<file path="config.mk">
export PLATFORM = sky130hd
export DESIGN_NAME = dac_code_if
export DESIGN_NICKNAME = d
export VERILOG_FILES = /design/src/rtl/dac_code_pkg.sv /design/src/rtl/dac_pin_sampler.sv /design/src/rtl/dac_mode_ctrl.sv /design/src/rtl/dac_shift_port.sv /design/src/rtl/dac_code_reg.sv /design/src/rtl/dac_code_if.sv
export SDC_FILE = /design/constraint.sdc
export NUM_CORES = 1
export LEC_CHECK = 0
export BUFFER_PORTS_ARGS = -buffer_cell sky130_fd_sc_hd__clkbuf_2
export CAP_MARGIN = 40
export CORE_MARGIN = 4
export CORE_UTILIZATION = 40
export CTS_CLUSTER_DIAMETER = 120
export DETAILED_ROUTE_END_ITERATION = 6
export GPL_ROUTABILITY_DRIVEN = 0
export PLACE_DENSITY_LB_ADDON = 0.25
export RECOVER_POWER = 25
export SLEW_MARGIN = 20
export SYNTH_ARGS = -nofsm -noshare
export SYNTH_HDL_FRONTEND = slang
export SYNTH_SLANG_ARGS = --single-unit
export TNS_END_PERCENT = 100
</file>
<file path="constraint.sdc">
create_clock -name clk -period 2 [get_ports clk]
set_input_delay 0.5 -clock clk [delete_from_list [all_inputs] [get_ports clk]]
set_output_delay 0.5 -clock clk [all_outputs]
set_load 0.01 [all_outputs]
</file>
<file path="src/rtl/dac_code_pkg.sv">
package dac_code_pkg;

    typedef enum logic [1:0] {
        MODE_BOOT   = 2'd0,
        MODE_SERIAL = 2'd1,
        MODE_INC    = 2'd2,
        MODE_UPDN   = 2'd3
    } dac_mode_e;

    typedef struct packed {
        logic sclk;
        logic csn;
        logic dio;
        logic shdn;
    } pin_vec_s;

    localparam int PIN_COUNT = $bits(pin_vec_s);

    typedef struct packed {
        logic sclk_rise;
        logic sclk_fall;
        logic csn_rise;
        logic csn_fall;
    } pin_edge_s;

    function automatic logic is_pulse_mode(input dac_mode_e m);
        return (m == MODE_INC) || (m == MODE_UPDN);
    endfunction

endpackage

</file>
<file path="src/rtl/dac_pin_sampler.sv">
module dac_pin_sampler
    import dac_code_pkg::*;
#(
    parameter int SYNC_STAGES = 2
) (
    input  logic      clk,
    input  logic      rst,
    input  pin_vec_s  pins_async,
    output pin_vec_s  pins_sync,
    output pin_edge_s edges,
    output logic      ready
);
    localparam int FILL_LIMIT = SYNC_STAGES + 1;
    localparam int FILL_W     = $clog2(FILL_LIMIT + 1);

    logic [PIN_COUNT-1:0] raw_vec;
    logic [PIN_COUNT-1:0] sync_vec;
    logic [PIN_COUNT-1:0] prev_vec;
    logic [FILL_W-1:0]    fill_cnt;
    pin_vec_s             cur;
    pin_vec_s             prv;

    assign raw_vec = pins_async;

    genvar g;
    generate
        for (g = 0; g < PIN_COUNT; g++) begin : g_sync
            logic [SYNC_STAGES-1:0] chain;
            always_ff @(posedge clk) begin
                if (rst) begin
                    chain <= '0;
                end else begin
                    chain <= {chain[SYNC_STAGES-2:0], raw_vec[g]};
                end
            end
            assign sync_vec[g] = chain[SYNC_STAGES-1];
        end
    endgenerate

    always_ff @(posedge clk) begin
        if (rst) begin
            prev_vec <= '0;
            fill_cnt <= '0;
        end else begin
            prev_vec <= sync_vec;
            if (fill_cnt != FILL_W'(FILL_LIMIT)) begin
                fill_cnt <= fill_cnt + 1'b1;
            end
        end
    end

    assign ready = (fill_cnt == FILL_W'(FILL_LIMIT));
    assign cur   = sync_vec;
    assign prv   = prev_vec;

    always_comb begin
        pins_sync       = cur;
        edges.sclk_rise = ready &&  cur.sclk && !prv.sclk;
        edges.sclk_fall = ready && !cur.sclk &&  prv.sclk;
        edges.csn_rise  = ready &&  cur.csn  && !prv.csn;
        edges.csn_fall  = ready && !cur.csn  &&  prv.csn;
    end

endmodule

</file>
<file path="src/rtl/dac_mode_ctrl.sv">
module dac_mode_ctrl
    import dac_code_pkg::*;
(
    input  logic      clk,
    input  logic      rst,
    input  logic      ready,
    input  pin_vec_s  pins,
    input  pin_edge_s edges,
    output dac_mode_e mode
);
    dac_mode_e mode_q;
    dac_mode_e mode_d;

    always_comb begin
        mode_d = mode_q;
        unique case (mode_q)
            MODE_BOOT: begin
                if (ready) begin
                    if (!pins.csn)     mode_d = MODE_SERIAL;
                    else if (pins.dio) mode_d = MODE_INC;
                    else               mode_d = MODE_UPDN;
                end
            end
            MODE_INC: begin
                if (edges.csn_fall)  mode_d = MODE_SERIAL;
                else if (!pins.dio)  mode_d = MODE_UPDN;
            end
            MODE_UPDN: begin
                if (edges.csn_fall)  mode_d = MODE_SERIAL;
            end
            MODE_SERIAL: begin
                mode_d = MODE_SERIAL;
            end
            default: mode_d = MODE_BOOT;
        endcase
    end

    always_ff @(posedge clk) begin
        if (rst) mode_q <= MODE_BOOT;
        else     mode_q <= mode_d;
    end

    assign mode = mode_q;

endmodule

</file>
<file path="src/rtl/dac_shift_port.sv">
module dac_shift_port
    import dac_code_pkg::*;
#(
    parameter int CODE_W = 8
) (
    input  logic              clk,
    input  logic              rst,
    input  pin_vec_s          pins,
    input  pin_edge_s         edges,
    input  logic [CODE_W-1:0] code,
    output logic [CODE_W-1:0] word,
    output logic              sdo
);
    logic [CODE_W-1:0] shreg;
    logic              out_bit;

    always_ff @(posedge clk) begin
        if (rst) begin
            shreg   <= '0;
            out_bit <= 1'b0;
        end else if (edges.csn_fall) begin
            shreg   <= code;
            out_bit <= code[CODE_W-1];
        end else if (!pins.csn) begin
            if (edges.sclk_rise) begin
                shreg <= {shreg[CODE_W-2:0], pins.dio};
            end
            if (edges.sclk_fall) begin
                out_bit <= shreg[CODE_W-1];
            end
        end
    end

    assign word = shreg;
    assign sdo  = out_bit;

endmodule

</file>
<file path="src/rtl/dac_code_reg.sv">
module dac_code_reg
    import dac_code_pkg::*;
#(
    parameter int CODE_W = 8
) (
    input  logic              clk,
    input  logic              rst,
    input  dac_mode_e         mode,
    input  pin_vec_s          pins,
    input  pin_edge_s         edges,
    input  logic [CODE_W-1:0] word,
    output logic [CODE_W-1:0] code
);
    localparam logic [CODE_W-1:0] CODE_MAX = '1;
    localparam logic [CODE_W-1:0] CODE_MIN = '0;

    logic [CODE_W-1:0] code_q;
    logic              do_load;
    logic              do_step;
    logic              step_up;

    function automatic logic [CODE_W-1:0] sat_step(
        input logic [CODE_W-1:0] cur,
        input logic              up
    );
        if (up) return (cur == CODE_MAX) ? cur : cur + 1'b1;
        else    return (cur == CODE_MIN) ? cur : cur - 1'b1;
    endfunction

    assign do_load = (mode == MODE_SERIAL) && edges.csn_rise && !pins.shdn;
    assign do_step = is_pulse_mode(mode) && pins.csn && edges.sclk_rise && !pins.shdn;
    assign step_up = (mode == MODE_INC) || pins.dio;

    always_ff @(posedge clk) begin
        if (rst) begin
            code_q <= '0;
        end else if (do_load) begin
            code_q <= word;
        end else if (do_step) begin
            code_q <= sat_step(code_q, step_up);
        end
    end

    assign code = code_q;

endmodule

</file>
<file path="src/rtl/dac_code_if.sv">
module dac_code_if
    import dac_code_pkg::*;
#(
    parameter int CODE_W      = 8,
    parameter int SYNC_STAGES = 2
) (
    input  logic              clk,
    input  logic              rst,
    input  logic              sclk_i,
    input  logic              csn_i,
    input  logic              dio_i,
    input  logic              shdn_i,
    output logic              sdo_o,
    output logic              sdo_oe_o,
    output logic [CODE_W-1:0] code_o,
    output logic [CODE_W-1:0] level_o
);
    pin_vec_s          pins_raw;
    pin_vec_s          pins_s;
    pin_edge_s         edges;
    logic              ready;
    dac_mode_e         mode;
    logic [CODE_W-1:0] code;
    logic [CODE_W-1:0] word;
    logic              sdo;

    always_comb begin
        pins_raw.sclk = sclk_i;
        pins_raw.csn  = csn_i;
        pins_raw.dio  = dio_i;
        pins_raw.shdn = shdn_i;
    end

    dac_pin_sampler #(.SYNC_STAGES(SYNC_STAGES)) u_sampler (
        .clk        (clk),
        .rst        (rst),
        .pins_async (pins_raw),
        .pins_sync  (pins_s),
        .edges      (edges),
        .ready      (ready)
    );

    dac_mode_ctrl u_mode (
        .clk   (clk),
        .rst   (rst),
        .ready (ready),
        .pins  (pins_s),
        .edges (edges),
        .mode  (mode)
    );

    dac_shift_port #(.CODE_W(CODE_W)) u_shift (
        .clk   (clk),
        .rst   (rst),
        .pins  (pins_s),
        .edges (edges),
        .code  (code),
        .word  (word),
        .sdo   (sdo)
    );

    dac_code_reg #(.CODE_W(CODE_W)) u_code (
        .clk   (clk),
        .rst   (rst),
        .mode  (mode),
        .pins  (pins_s),
        .edges (edges),
        .word  (word),
        .code  (code)
    );

    assign sdo_oe_o = (mode == MODE_SERIAL) && !pins_s.csn;
    assign sdo_o    = sdo;
    assign code_o   = code;
    assign level_o  = pins_s.shdn ? '0 : code;

endmodule

</file>
Word-level counts from Yosys, hierarchy flattened. Index checks and enable logic that the tools add are counted.

Output and inout bits: 18. Word-level logic and storage cells: 74. Bits in read-only memories: 0. Flip-flop bits (word level): 33. Input bits: 6. Memories kept: 0. RAM bits: 0. Bits in latches: 0.

$mul: 0. $lt $le $gt $ge: 0. Multiplexer cells: 19. Div/mod/pow operators: 0. Equal/unequal tests: 12. Bitwise operators: 0. Shift operators: 0. Reduce and logical (&&, ||, !) cells: 30. Add/subtract/negate cells: 3.

Operator list (number): two-way mux 8 bit (9); logical AND 1 bit (14); two-way mux 2 bit (5); adder 8 x 1 -> 8 bit (second input constant) (1); equality test 8 bit (second input constant) (1); logical NOT 8 bit (1); != test 2 bit (second input constant) (4); one-hot mux 2 bit (4 select lines) (1); subtractor 8 x 1 -> 8 bit (second input constant) (1); equality test 2 bit (second input constant) (3); AND reduction 3 bit (2); nonzero test 2 bit (3); logical NOT 1 bit (5); two-way mux 1 bit (4); AND reduction 2 bit (2); != test 3 x 1 -> 1 bit (second input constant) (1); != test 3 x 2 -> 1 bit (second input constant) (1); != test 3 bit (second input constant) (1); adder 2 x 1 -> 2 bit (second input constant) (1); equality test 2 x 1 -> 1 bit (second input constant) (1); logical NOT 2 bit (1); logical OR 1 bit (2).

Longest topological paths before layout. Gate-level depths: netlist (run 1).

Depth in word-level cells: 7. Mapped depth: 10. Mapped depth without buffers: 9.

Cells and area by module. From an unflattened synthesis (run 1), not the netlist that was laid out.

Cells, all modules: 190. Area, all modules: 1773.0 um^2.

Modules (own cells, without submodules): dac_code_reg (seq. area each 160.2 um^2, area an instance 693.2 um^2, instances 1, cells each 82); dac_shift_port (seq. area each 180.2 um^2, area an instance 506.7 um^2, instances 1, cells each 52); dac_pin_sampler (seq. area each 240.2 um^2, area an instance 414.1 um^2, instances 1, cells each 38); dac_mode_ctrl (seq. area each 40.0 um^2, area an instance 101.3 um^2, instances 1, cells each 9); dac_code_if (seq. area each 0.0 um^2, area an instance 57.6 um^2, instances 1, cells each 9).

Worst setup path after synthesis (run 1). Ideal clock, no wire load.

Kind: register to register. Start point: reg u_mode.mode_q[1], in the netlist u_mode.mode[1]. End point: reg u_code.code_q[4], in the netlist u_code.code[4]. Setup slack: 20 ps. Period minus slack after synthesis: 1980 ps. Path buffers: 1. Stages on the path, launching flop included: 11. Required time: 1929 ps. Library setup time: 71 ps. Arrival: 1909 ps. Cells stage by stage: dfxtp_1 nor2b_4 buf_6 o21ai_0 o21ai_0 ha_1 or4_1 nor3_1 nor3_1 nand3b_1 a21oi_1.

Cells in the longest elaborated chain, start to end: 7. Elaborated cells on any way between the ends: 17. Those cells by class: eq/ne (5); mux (3); reduce/logical (9).

RTL lines: start, declared (line dac_mode_ctrl.sv:11) `dac_mode_e mode_q;`; start signal, assigned (line dac_mode_ctrl.sv:40) `else mode_q <= mode_d;`; equality test 2 bit, on equally long branches (line dac_code_pkg.sv:27, dac_code_reg.sv:32); logical OR 1 bit (line dac_code_pkg.sv:27) `return (m == MODE_INC) || (m == MODE_UPDN);`; logical AND 1 bit (3 in series) (line dac_code_reg.sv:31) `assign do_step = is_pulse_mode(mode) && pins.csn && edges.sclk_rise && !pins.shdn;`; nonzero test 2 bit (no source line); AND reduction 3 bit (no source line); end signal, assigned (line dac_code_reg.sv:38) `code_q <= word;`; end signal, assigned (line dac_code_reg.sv:40) `code_q <= sat_step(code_q, step_up);`; end, declared (line dac_code_reg.sv:17) `logic [CODE_W-1:0] code_q;`.

Several ways; a longest one is shown, not always the timed one. The select of a mux whose other input is x is not followed. A chain may end at the register's enable or synchronous reset.

Worst setup path in the final report (run 1).
Start point: reg u_sampler.g_sync[1].chain[1]. End point: reg u_code.code_q[4], in the netlist u_code.code[4].

Cells in the longest elaborated chain, start to end: 4. Elaborated cells on any way between the ends: 7. Those cells by class: eq/ne (2); mux (3); reduce/logical (2).

RTL lines: start, declared (line dac_pin_sampler.sv:28) `logic [SYNC_STAGES-1:0] chain;`; start signal, assigned (line dac_pin_sampler.sv:33) `chain <= {chain[SYNC_STAGES-2:0], raw_vec[g]};`; logical OR 1 bit * (line dac_code_reg.sv:32) `assign step_up = (mode == MODE_INC) || pins.dio;`; two-way mux 8 bit (line dac_code_reg.sv:26) `if (up) return (cur == CODE_MAX) ? cur : cur + 1'b1;`; two-way mux 8 bit (line dac_code_reg.sv:39) `end else if (do_step) begin`; two-way mux 8 bit (line dac_code_reg.sv:37) `end else if (do_load) begin`.

Every way passes the cells marked *; elsewhere a longest branch is shown, timed or not. The select of a mux whose other input is x is not followed.

==> results.txt, run 1 <==
- The net count of the finished layout is 220.
- Fraction of registers with async set/reset: 0%
- DP Worst Slack: 55.20 ps
- The library cell used most frequently in the layout, excluding fill and tap cells, is dfxtp_1.
* Highest-count cells in the layout ignoring fill and taps: dfxtp_1 (29), nor2_1 (23), clkbuf_2 (23)
- Post-route minimum period: about 1900 ps
- # setup viols final: 0
- Run status: complete, no violations
- Non-filler cells, final: ~260
- The initial utilization of the core area, before any placement, comes to 41.71%.
- Data arrives at the worst endpoint at 2120 ps.
- CTS clock-pin slew for the worst setup and hold paths: 70 ps
- Number of distinct library cells after synthesis: 45
- Measured against its own limit, the worst slew margin works out to 57.24%.
* Core Footprint: slightly above 0.004 mm²
- The hold violation total from the final report is 0.
* Die Width: approximately 73 µm
- HP Class: input port to flop
- Clock tree synthesis inserted a total of 5 buffers.
* Number of antenna violations at the first check in global routing: 0
* Total wire length after detailed routing: around 4.2 mm
- Max-slew violation count: 0
* Largest net degree at the start of global routing: 32
* Crit Reg-Reg Endpoint: u_code.code[4]
* Smallest hold slack: about 420 ps
- The worst setup path is of the flop to flop kind.
* P&R area growth vs syn: 18.69%
- Synthesis-stage register bit count: 31
* Fraction of final layout cells with drive strength greater than 1: about 27%
* Count of buffers added by post-CTS timing repair for setup: 0
* Power per Cell Area: 629.6 mW/mm²
- For this run, the number of Yosys warnings is 0.
- The final critical path takes up a little over nine tenths of the cycle.
- Average wire per cell in the routed design: 15.83 µm
* TritonRoute pass-1 iters: 4
- R2R Path Start: u_sampler.g_sync[1].chain[1]
- Number of fill cells in the layout: roughly 390
- Row Count: 23
- The critical path starts at u_sampler.g_sync[1].chain[1].
- Instance count after placement with tap cells included: around 260
* Peak supply drop: 399.1 µV
- Cell area after technology mapping: 0.001680 mm²
* EDFF count, synth: 0
* H-tree Lvls: 2
* Gate Count Post-Synth: 181
* First-iteration detailed-routing DRC count: 50
- Clock skew on the completed layout was measured at 2.553 ps.
- Static Leakage: a little over 0.8 nW
- Global routing used 16.63% of the available tracks.
- Dividing the detail-routed via count by the number of cells gives 5.677.
- Summed area of non-filler cells in the final layout: around 0.002 mm²
* Boundary pin count: 24
* Area after DPL: between 0.0015 and 0.002 mm²
- Count of antenna diodes in the layout: 0
- Worst r2r path cells: 8
* Detail Placement HPWL: between 3 and 4 mm
- For this run, design rule violations remaining after detail routing come to 0.
* Via count: between 1,000 and 1,500
- Vias in the first global route: roughly 1,500
* Startpoint types: flop
- Post-layout worst setup margin: 96.91 ps
- TritonCTS built the clock tree.
- The clock net in this run drives a total of 31 sinks.
- STA classifies the critical path endpoint as a flop.
- The die is ~73 µm tall.
* Accumulated negative setup slack: 0 ps
- MaxCap Viol Count: 0
- Register-to-Register Setup Slack: slightly below 100 ps
- The first global-routing pass estimated 6.768 mm of wire.
* Largest buffer count on any clock path: 2
- Post-CTS repair changed the size of 0 cells.
- Maximum operating frequency: between 0.5 and 0.6 GHz
- After synthesis, the mean cell area works out to about 9.3 µm².
- Clock latency on the worst-skew pair, taken at its later pin, is between 200 and 300 ps.
* Most frequently used flop master after synthesis: dfxtp_1
* Gr ovfl total: 0
- Proportion of synthesized chip area in sequential cells: between 30% and 40%
- ANT nets after route: 0
* Synth Net Count: around 190
- Max Fanout on Critical Path: 4
- The number of hold buffers added after CTS was 0.
* Number of buffers added on ports: 23
- Die outline area: about 0.0053 mm²
- Data on the critical path is required at its endpoint by between 2000 and 2500 ps.
* Clk Tree Root Cell: clkbuf_8
* End of the critical path: u_code.code[4]
* Transition time at the pin with the least slew margin: about 640 ps
- Worst Hold Launch: csn_i
registers in the layout, summed over array words and instances (netlist names):
signal and count:
u_code.code 8, u_mode.mode 2, u_sampler.fill_cnt 2, u_sampler.g_sync.chain 8, u_sampler.prev_vec 2, u_shift.sdo 1
u_shift.word 8
critical path, stage by stage (launching register included):
cell	delay [ps]
dfxtp_1	410
or2_4	180
o21ai_0	80
ha_1	200
or4_1	400
nor3_1	190
nor3_1	70
nand3b_1	160
a21oi_1	140
kinds of logic after synthesis:
group | after synthesis | synth area share [%]
fa+ha+maj | 2 | 1.489
mux | 8 | 4.766
buf+inv | 18 | 5.510
flops | 31 | 36.93
simple gates | 78 | 29.11
xor+xnor | 1 | 0.5213
compound gates | 43 | 21.67
worst min path at each step:
stage | to | slack (ps) | cells after the start
2_1_floorplan | u_sampler.g_sync[0].chain[1] | 410 | 1
3_3_place_gp | u_sampler.g_sync[2].chain[1] | 420 | 1
3_5_place_dp | u_sampler.g_sync[1].chain[1] | 430 | 1
4_1_cts | u_sampler.g_sync[2].chain[0] | 410 | 2
5_1_grt | u_sampler.g_sync[2].chain[0] | 430 | 2
6_report | u_sampler.g_sync[2].chain[0] | 420 | 2
stage by stage:
step | util, % | power (mW)
finish | 49.50 | 1.256
global route | 49.50 | 1.301
CTS | 49.19 | 1.268
detailed placement | 46.99 | 0.7748
global placement | 46.99 | 0.7694
floorplan | - | 0.7449
cell usage after synthesis (all sizes together) (2+ instances only):
master	instances	area [µm²]
nor3	6	30.03
inv	4	15.01
a31oi	7	43.79
a32oi	5	43.79
nand3	4	20.02
a21oi	5	25.02
nor4	3	33.78
or3	5	31.28
o21a	2	15.01
o2111a	2	22.52
ha	2	25.02
buf	8	55.05
dfxtp	31	620.6
a211oi	8	60.06
nor2b	18	120.1
and2b	3	22.52
o21ai	5	25.02
nor2	23	86.33
clkbuf	6	22.52
nand3b	3	35.03
mux2i	8	80.08
nand2	5	18.77
power breakdown:
part	internal (mW)	leakage, nW	switching (mW)
registers	0.641	0.253	0.0189
logic	0.0470	0.524	0.0545
clock network	0.242	0.0402	0.253
total	0.929	0.817	0.326
layer usage:
| layer | vias to the layer above | global-route usage, % | routed length (µm) |
|---|---|---|---|
| met2 | 43 | 26.85 | 1922 |
| met4 | 0 | 9.631 | 85 |
| met3 | 8 | 3.306 | 220 |
| met5 | - | 0 | 0 |
| li1 | 725 | - | - |
| met1 | 717 | 20.48 | 1935 |
layout make-up:
class,instances,area (µm²),area share [%]
Clock inverter,3,20.02,1.004
Timing Repair Buffer,38,224.0,11.23
Clock buffer,5,68.82,3.450
Inverter,4,15.01,0.7528
Tap cell,50,62.56,3.137
Sequential cell,31,625.6,31.37
Multi-Input combinational cell,132,978.4,49.06
No activity file was read; power rests on OpenSTA's default activity.
==> run 2: changes to the inputs <==
==> constraint.sdc (replaced) <==
create_clock -name clk -period 1.9 [get_ports clk]
set_input_delay 0.475 -clock clk [delete_from_list [all_inputs] [get_ports clk]]
set_output_delay 0.475 -clock clk [all_outputs]
set_load 0.01 [all_outputs]
==> run 2 against run 1 <==
  * Sequential share of layout area is 1.4 points lower
  * Clock skew is 3.8 ps higher
  * Register-to-register slack worse by 60 ps
  * First-iteration DRC count is 78% higher
  * Total power is 26% higher
  * Combinational power is 13% higher
  * Critical path type unchanged
  * Highest routed layer unchanged
==> results.txt, run 2 (synthesized netlist as in run 1, its figures left out) <==
- Run status: complete, no violations
- The cell-internal power came to 1.252 mW (+35%).
- Non-filler cells, final: 266 (+1.1%)
* Largest buffer count on any clock path: 2 (unchanged)
- TritonRoute pass-1 iters: 4 (unchanged)
- The clock-pin slew on the worst setup and hold paths was 70 ps (about the same).
- The die boundary width is 72.82 µm (unchanged).
- The count of input and output buffers was 23 (unchanged).
- Height of the die: 72.82 µm (unchanged)
- The final non-filler cell area came to 0.002088 mm² (+4.7%).
- The share of final-layout standard cells stronger than drive strength 1 came to 31.48% (+4.3 points).
- WS Path Type: flop to flop
- The number of buffers added by the clock tree synthesis step was 5 (unchanged).
- The via count of the first global-routing pass is 1,471 (+0.82%).
- The number of fill cells in the layout came to 389 (-0.77%).
- The CTS sink count was 31 (unchanged).
- Final net count: 223 (+1.4%)
- Post-Route Skew: 6.332 ps (+3.780 ps)
* Commonest non-fill, non-tap cell in the layout: dfxtp_1
- P&R area growth vs syn: 24.27%
- The setup TNS came to 0 ps (unchanged).
- Average wire per cell in the routed design: 15.29 µm (-3.4%)
- Count of antenna diodes in the layout: 0 (unchanged)
- Net switching power: 335.9 µW (+2.9%)
* First-iteration detailed-routing DRC count: 89 (+78%)
- The number of antenna violations at the first check in global routing is 0 (unchanged).
- Via count: 1,481 (-0.80%)
* Starting utilization of the core area: 41.71% (unchanged)
* Arrival @ worst endpoint: 2080 ps (-40 ps)
- # setup viols final: 0 (unchanged)
- The slew at the pin with the worst max-slew slack is 643.6 ps (+2.194 ps).
* H-tree Lvls: 2 (unchanged)
* Peak supply drop: 475.7 µV (+19%)
- The worst-case headroom to the max-slew limit was 57.09% (-0.15 points).
* Row Count: 23 (unchanged)
- First-pass GRT wire length: 6.941 mm (+2.6%)
* Unrepaired setup endpoints after global routing: true
- The combinational group share of total power came to 7.3% (-0.8 points).
- Power share of the sequential group: 43.7% (-8.8 points)
- TritonCTS built the clock tree.
- The total congestion overflow was 0 (unchanged).
* HP Class: input port to flop
* Max Fanout on Critical Path: 3 (-1)
- Number of design rule violations left after detail routing: 0 (unchanged)
* Core Footprint: 0.004029 mm² (unchanged)
- Total wire length after detailed routing: 4.066 mm (-2.3%)
- Data required time of the worst path: 2110 ps (-100 ps)
- The register cell area after layout is 625.6 µm² (unchanged).
- The hold violation total from the final report is 0 (unchanged).
- The overall die area was 0.005302 mm² (unchanged).
- The number of top-level pins came to 24 (unchanged).
* Detail Placement HPWL: 3.069 mm (-0.44%)
- The maximum number of pins on one net before global-route repair is 32 (unchanged).
- Post-cts hold buffer count: 0 (unchanged)
* Critical path endpoint category: flop
- The remaining antenna violation count is 0 (unchanged).
- The aggregate global-route resource usage is 16.86% (+0.23 points).
- Highest-count cells in the layout ignoring fill and taps: dfxtp_1 (29), nor2_1 (23), clkbuf_2 (23)
- Max-slew violation count: 0 (unchanged)
- The power per standard cell area came to 760.5 mW/mm² (+21%).
- The worst setup path is launched from a flop.
- Post-route minimum period: 1867 ps (-35.61 ps)
- Fraction of power spent switching nets: 21.15% (-4.8 points)
- Clock latency on the worst-skew pair: 290 ps (about the same)
* Instance count after placement with tap cells included: 257 (+0.78%)
- The clock share of power is 49.1% (+9.7 points).
- The tree is rooted in a clkbuf_8.
* Static Leakage: 0.8569 nW (+4.8%)
* Area after DPL: 0.001916 mm² (+1.2%)
* Maximum operating frequency: 0.5355 GHz (+1.9%)
- Post-detailed-route via-to-cell ratio: 5.568 (-1.9%)
* Final period util: 98.29% (+3.1 points)
* MaxCap Viol Count: 0 (unchanged)
- Area of the multi-input gates: 998.5 µm² (+2.0%)
-- run 2: critical path, stage by stage (launching register included) --
cell,delay (ps)
dfxtp_1,310
nor2b_4,130
o21ai_1,100
o21ai_1,80
ha_2,190
or4_4,430
nor3_4,210
nor3_2,60
nand3b_1,180
a21oi_2,120
-- run 2: power groups by stage --
stage	clock, mW	sequential, mW	combinational [mW]
after floorplan	0	0.702	0.0826
final	0.779	0.694	0.115
after CTS	0.793	0.692	0.113
after detailed placement	0	0.707	0.112
after global placement	0	0.704	0.108
after global routing	0.840	0.697	0.131
-- run 2: what timing repair did --
item	4_1_cts	5_1_grt
gates cloned	0	0
setup endpoints to repair	1	12
setup buffers	0	1
pin swaps	0	2
resized for setup	1	11
-- run 2: metrics by stage --
stage	hold slack (ps)	setup slack, ps	utilization [%]	power [mW]
2_1_floorplan	413.8	-29.19	-	0.7849
3_3_place_gp	424.3	72.20	47.55	0.8120
3_5_place_dp	436.2	-23.04	47.55	0.8191
4_1_cts	390.8	18.25	50.96	1.599
5_1_grt	397.4	-76.37	51.83	1.668
6_report	391.1	32.52	51.83	1.588
-- run 2: final timing paths --
| path | from | endpoint | depth (start not counted) | slack (ps) |
|---|---|---|---|---|
| setup / recovery | u_mode.mode[1] | u_code.code[4] | 9 | 30 |
| hold / removal | csn_i | u_sampler.g_sync[2].chain[0] | 2 | 390 |
| setup reg to reg | u_mode.mode[1] | u_code.code[4] | 9 | 30 |
| hold reg to reg | u_sampler.g_sync[2].chain[0] | u_sampler.g_sync[2].chain[1] | 1 | 450 |
-- run 2: metal layers --
metal  global-route usage [%]  vias up  wire length, µm
li1                         -      732                -
met1                    21.64      709             1863
met2                    26.35       32             1949
met3                    4.545        8              183
met4                    7.582        0               70
met5                        0        -                0
-- run 2: layout make-up --
class / instances / share of cell area, %
Clock buffer: 5 / 3.295
Clock inverter: 3 / 3.235
Inverter: 4 / 0.7190
Multi-Input combinational cell: 132 / 47.81
Sequential cell: 31 / 29.96
Tap cell: 50 / 2.996
Timing Repair Buffer: 41 / 11.98
==> run 3: changes to the inputs <==
==> constraint.sdc (replaced) <==
create_clock -name clk -period 1.7 [get_ports clk]
set_input_delay 0.425 -clock clk [delete_from_list [all_inputs] [get_ports clk]]
set_output_delay 0.425 -clock clk [all_outputs]
set_load 0.01 [all_outputs]
==> run 3 against run 2 <==
  * The flow now finishes with violations (setup timing)
  * First-iteration DRC count decreased by 29%
  * Total power increased by 14%
  * Via count increased by 6.3%
  * Sequential power increased by 12%
  * Die area unchanged
  * Non-clock buffer count increased by 13
  * Largest cell class unchanged
==> results.txt, run 3 (synthesized netlist as in run 1, its figures left out) <==
- First-pass GRT wire length: 7.251 mm (+4.5%)
* Row Count: 23 (unchanged)
- CTS clock-pin slew for the worst setup and hold paths: 70 ps (about the same)
* # setup viols final: 5 (+5)
- The worst-case headroom to the max-slew limit is 46.23% (-11 points).
* Final net count: 236 (+5.8%)
- Top Family by Delay on Critical Path: simple AND/OR/NAND/NOR gates
* Clock latency on the worst-skew pair: 280 ps (about the same)
* TritonCTS clock tree: built
- The CTS sink count was 31 (unchanged).
* Run status: finished, violations left
- Boundary pin count: 24 (unchanged)
- Detail Placement HPWL: 3.236 mm (+5.4%)
- Post-detailed-route via-to-cell ratio: 5.645 (+1.4%)
* Cell at the slowest stage of the critical path: or4_4
- The worst setup path is launched from a flop.
- Non-filler cells, final: 279 (+4.9%)
* Data required time of the worst path: 1920 ps (-190 ps)
* Post-route minimum period: 1799 ps (-68.87 ps)
- The number of buffers added by the clock tree synthesis step is 5 (unchanged).
* Count of buffers added by post-CTS timing repair for setup: 0 (unchanged)
* Max-slew violation count: 0 (unchanged)
* WS Path Type: flop to flop
- First-iteration detailed-routing DRC count: 63 (-29%)
* Global Route Usage Sum: 17.63% (+0.77 points)
- The cell sitting at the root of the clock tree is a clkbuf_8.
- P&R area growth vs syn: 33.58%
- Overall power after layout: 1.814 mW (+14%)
* Unrepaired setup endpoints after global routing: true
- The count of input and output buffers was 23 (unchanged).
- Most common cell type on the critical path: o21ai_2
* ANT nets after route: 0 (unchanged)
- Peak supply drop: 627.9 µV (+32%)
* Largest net degree at the start of global routing: 17 (-47%)
- The slew at the pin with the worst max-slew slack came to 806.6 ps (+163.0 ps).
- Number of antenna violations at the first check in global routing: 0 (unchanged)
- The reported leakage power was 0.9314 nW (+8.7%).
* Die outline area: 0.005302 mm² (unchanged)
- The height of the die came to 72.82 µm (unchanged).
* Post-cts hold buffer count: 0 (unchanged)
- The part of the cycle the worst path needs is 105.8% (+7.5 points).
- The top cell types in the final layout, fill and taps aside, are buf_4 (29), dfxtp_1 (24), nor2_1 (23).
* Number of design rule violations left after detail routing: 0 (unchanged)
- Instance count after placement with tap cells included: 271 (+5.4%)
- Commonest non-fill, non-tap cell in the layout: buf_4
- Post-layout worst setup margin: -98.61 ps (-131.1 ps)
- Power per Cell Area: 808.1 mW/mm² (+6.3%)
* Maximum operating frequency: 0.5560 GHz (+3.8%)
- Delay of the slowest critical-path stage: 430 ps (about the same)
- Average wire per cell in the routed design: 15.73 µm (+2.9%)
- The worst setup path is captured at a flop.
- The number of max-cap violations is 0 (unchanged).
* Via count: 1,575 (+6.3%)
* Violated checks: setup timing
* TritonRoute pass-1 iters: 4 (unchanged)
- The total inserted antenna cells was 0 (unchanged).
- The signal on the critical path passes through nor2b_4 -> o21ai_2 -> o21ai_2 -> ha_2 -> or4_4 -> nor3_4 -> nor3_2 -> nand3b_1 -> a21oi_1.
- The total congestion overflow came to 0 (unchanged).
- The hold violation total from the final report is 0 (unchanged).
- The share of final-layout standard cells stronger than drive strength 1 is 38.86% (+7.4 points).
* Core Footprint: 0.004029 mm² (unchanged)
- Vias in the first global route: 1,522 (+3.5%)
* Post-Route Skew: 5.546 ps (-0.7863 ps)
* H-tree Lvls: 2 (unchanged)
* Starting utilization of the core area: 41.71% (unchanged)
- Largest buffer count on any clock path: 2 (unchanged)
* Max Fanout on Critical Path: 3 (unchanged)
* Total wire length after detailed routing: 4.389 mm (+7.9%)
* Arrival @ worst endpoint: 2020 ps (-60 ps)
- The die boundary width came to 72.82 µm (unchanged).
- Sum of buffers and inverters on the critical path: 0 (unchanged)
- The tightest min-delay check is of the input port to flop type.
* Register-to-Register Setup Slack: -100 ps (-130 ps)
==> run 3: path summary, 6_finish.rpt <==
| check | start | to | cells after the start |
|---|---|---|---|
| worst min register to register | u_sampler.g_sync[1].chain[0] | u_sampler.g_sync[1].chain[1] | 1 |
| worst max-delay path | u_mode.mode[1] | u_code.code[4] | 9 |
| worst min-delay path | shdn_i | u_sampler.g_sync[0].chain[0] | 2 |
| worst max register to register | u_mode.mode[1] | u_code.code[4] | 9 |
==> run 3: report_power, final <==
| part | switching [mW] | internal [mW] | total, mW |
|---|---|---|---|
| Clock | 0.290 | 0.584 | 0.875 |
| Combinational | 0.0787 | 0.0828 | 0.161 |
| Sequential | 0.0215 | 0.756 | 0.778 |
| Total | 0.390 | 1.42 | 1.81 |
==> run 3: what timing repair did <==
item | 4_1_cts | 5_1_grt
pin swaps | 3 | 3
gates resized for setup | 10 | 7
endpoints found under the setup margin | 5 | 9
==> run 3: routing by layer <==
metal / track usage [%] / wire [µm] / up-vias
met2: 30.66 / 2223 / 46
met3: 4.683 / 213 / 7
met5: 0 / 0 / -
li1: - / - / 763
met1: 20.71 / 1911 / 759
met4: 6.352 / 40 / 0
==> run 3: area by class of cell <==
cell class / instances / area (µm²)
clock buffers: 5 / 68.82
clock inverters: 3 / 67.56
fillers: 394 / 1784
inverters: 4 / 15.01
multi-input cells: 132 / 1046
flip-flops and latches: 31 / 629.4
well taps: 50 / 62.56
repair buffers: 54 / 355.3
==> run 3: stage by stage <==
step	util [%]	setup TNS, ps	cell area, µm²	hold WS, ps	setup WS, ps
2_1_floorplan	-	-199.3	1700	413.8	-176.1
3_3_place_gp	50.68	-38.70	2042	419.6	-38.70
3_5_place_dp	50.68	-197.8	2042	440.3	-121.2
4_1_cts	55.03	-139.7	2217	338.9	-95.58
5_1_grt	55.71	-921.6	2245	354.5	-235.9
6_report	55.71	-267.9	2245	347.7	-98.61
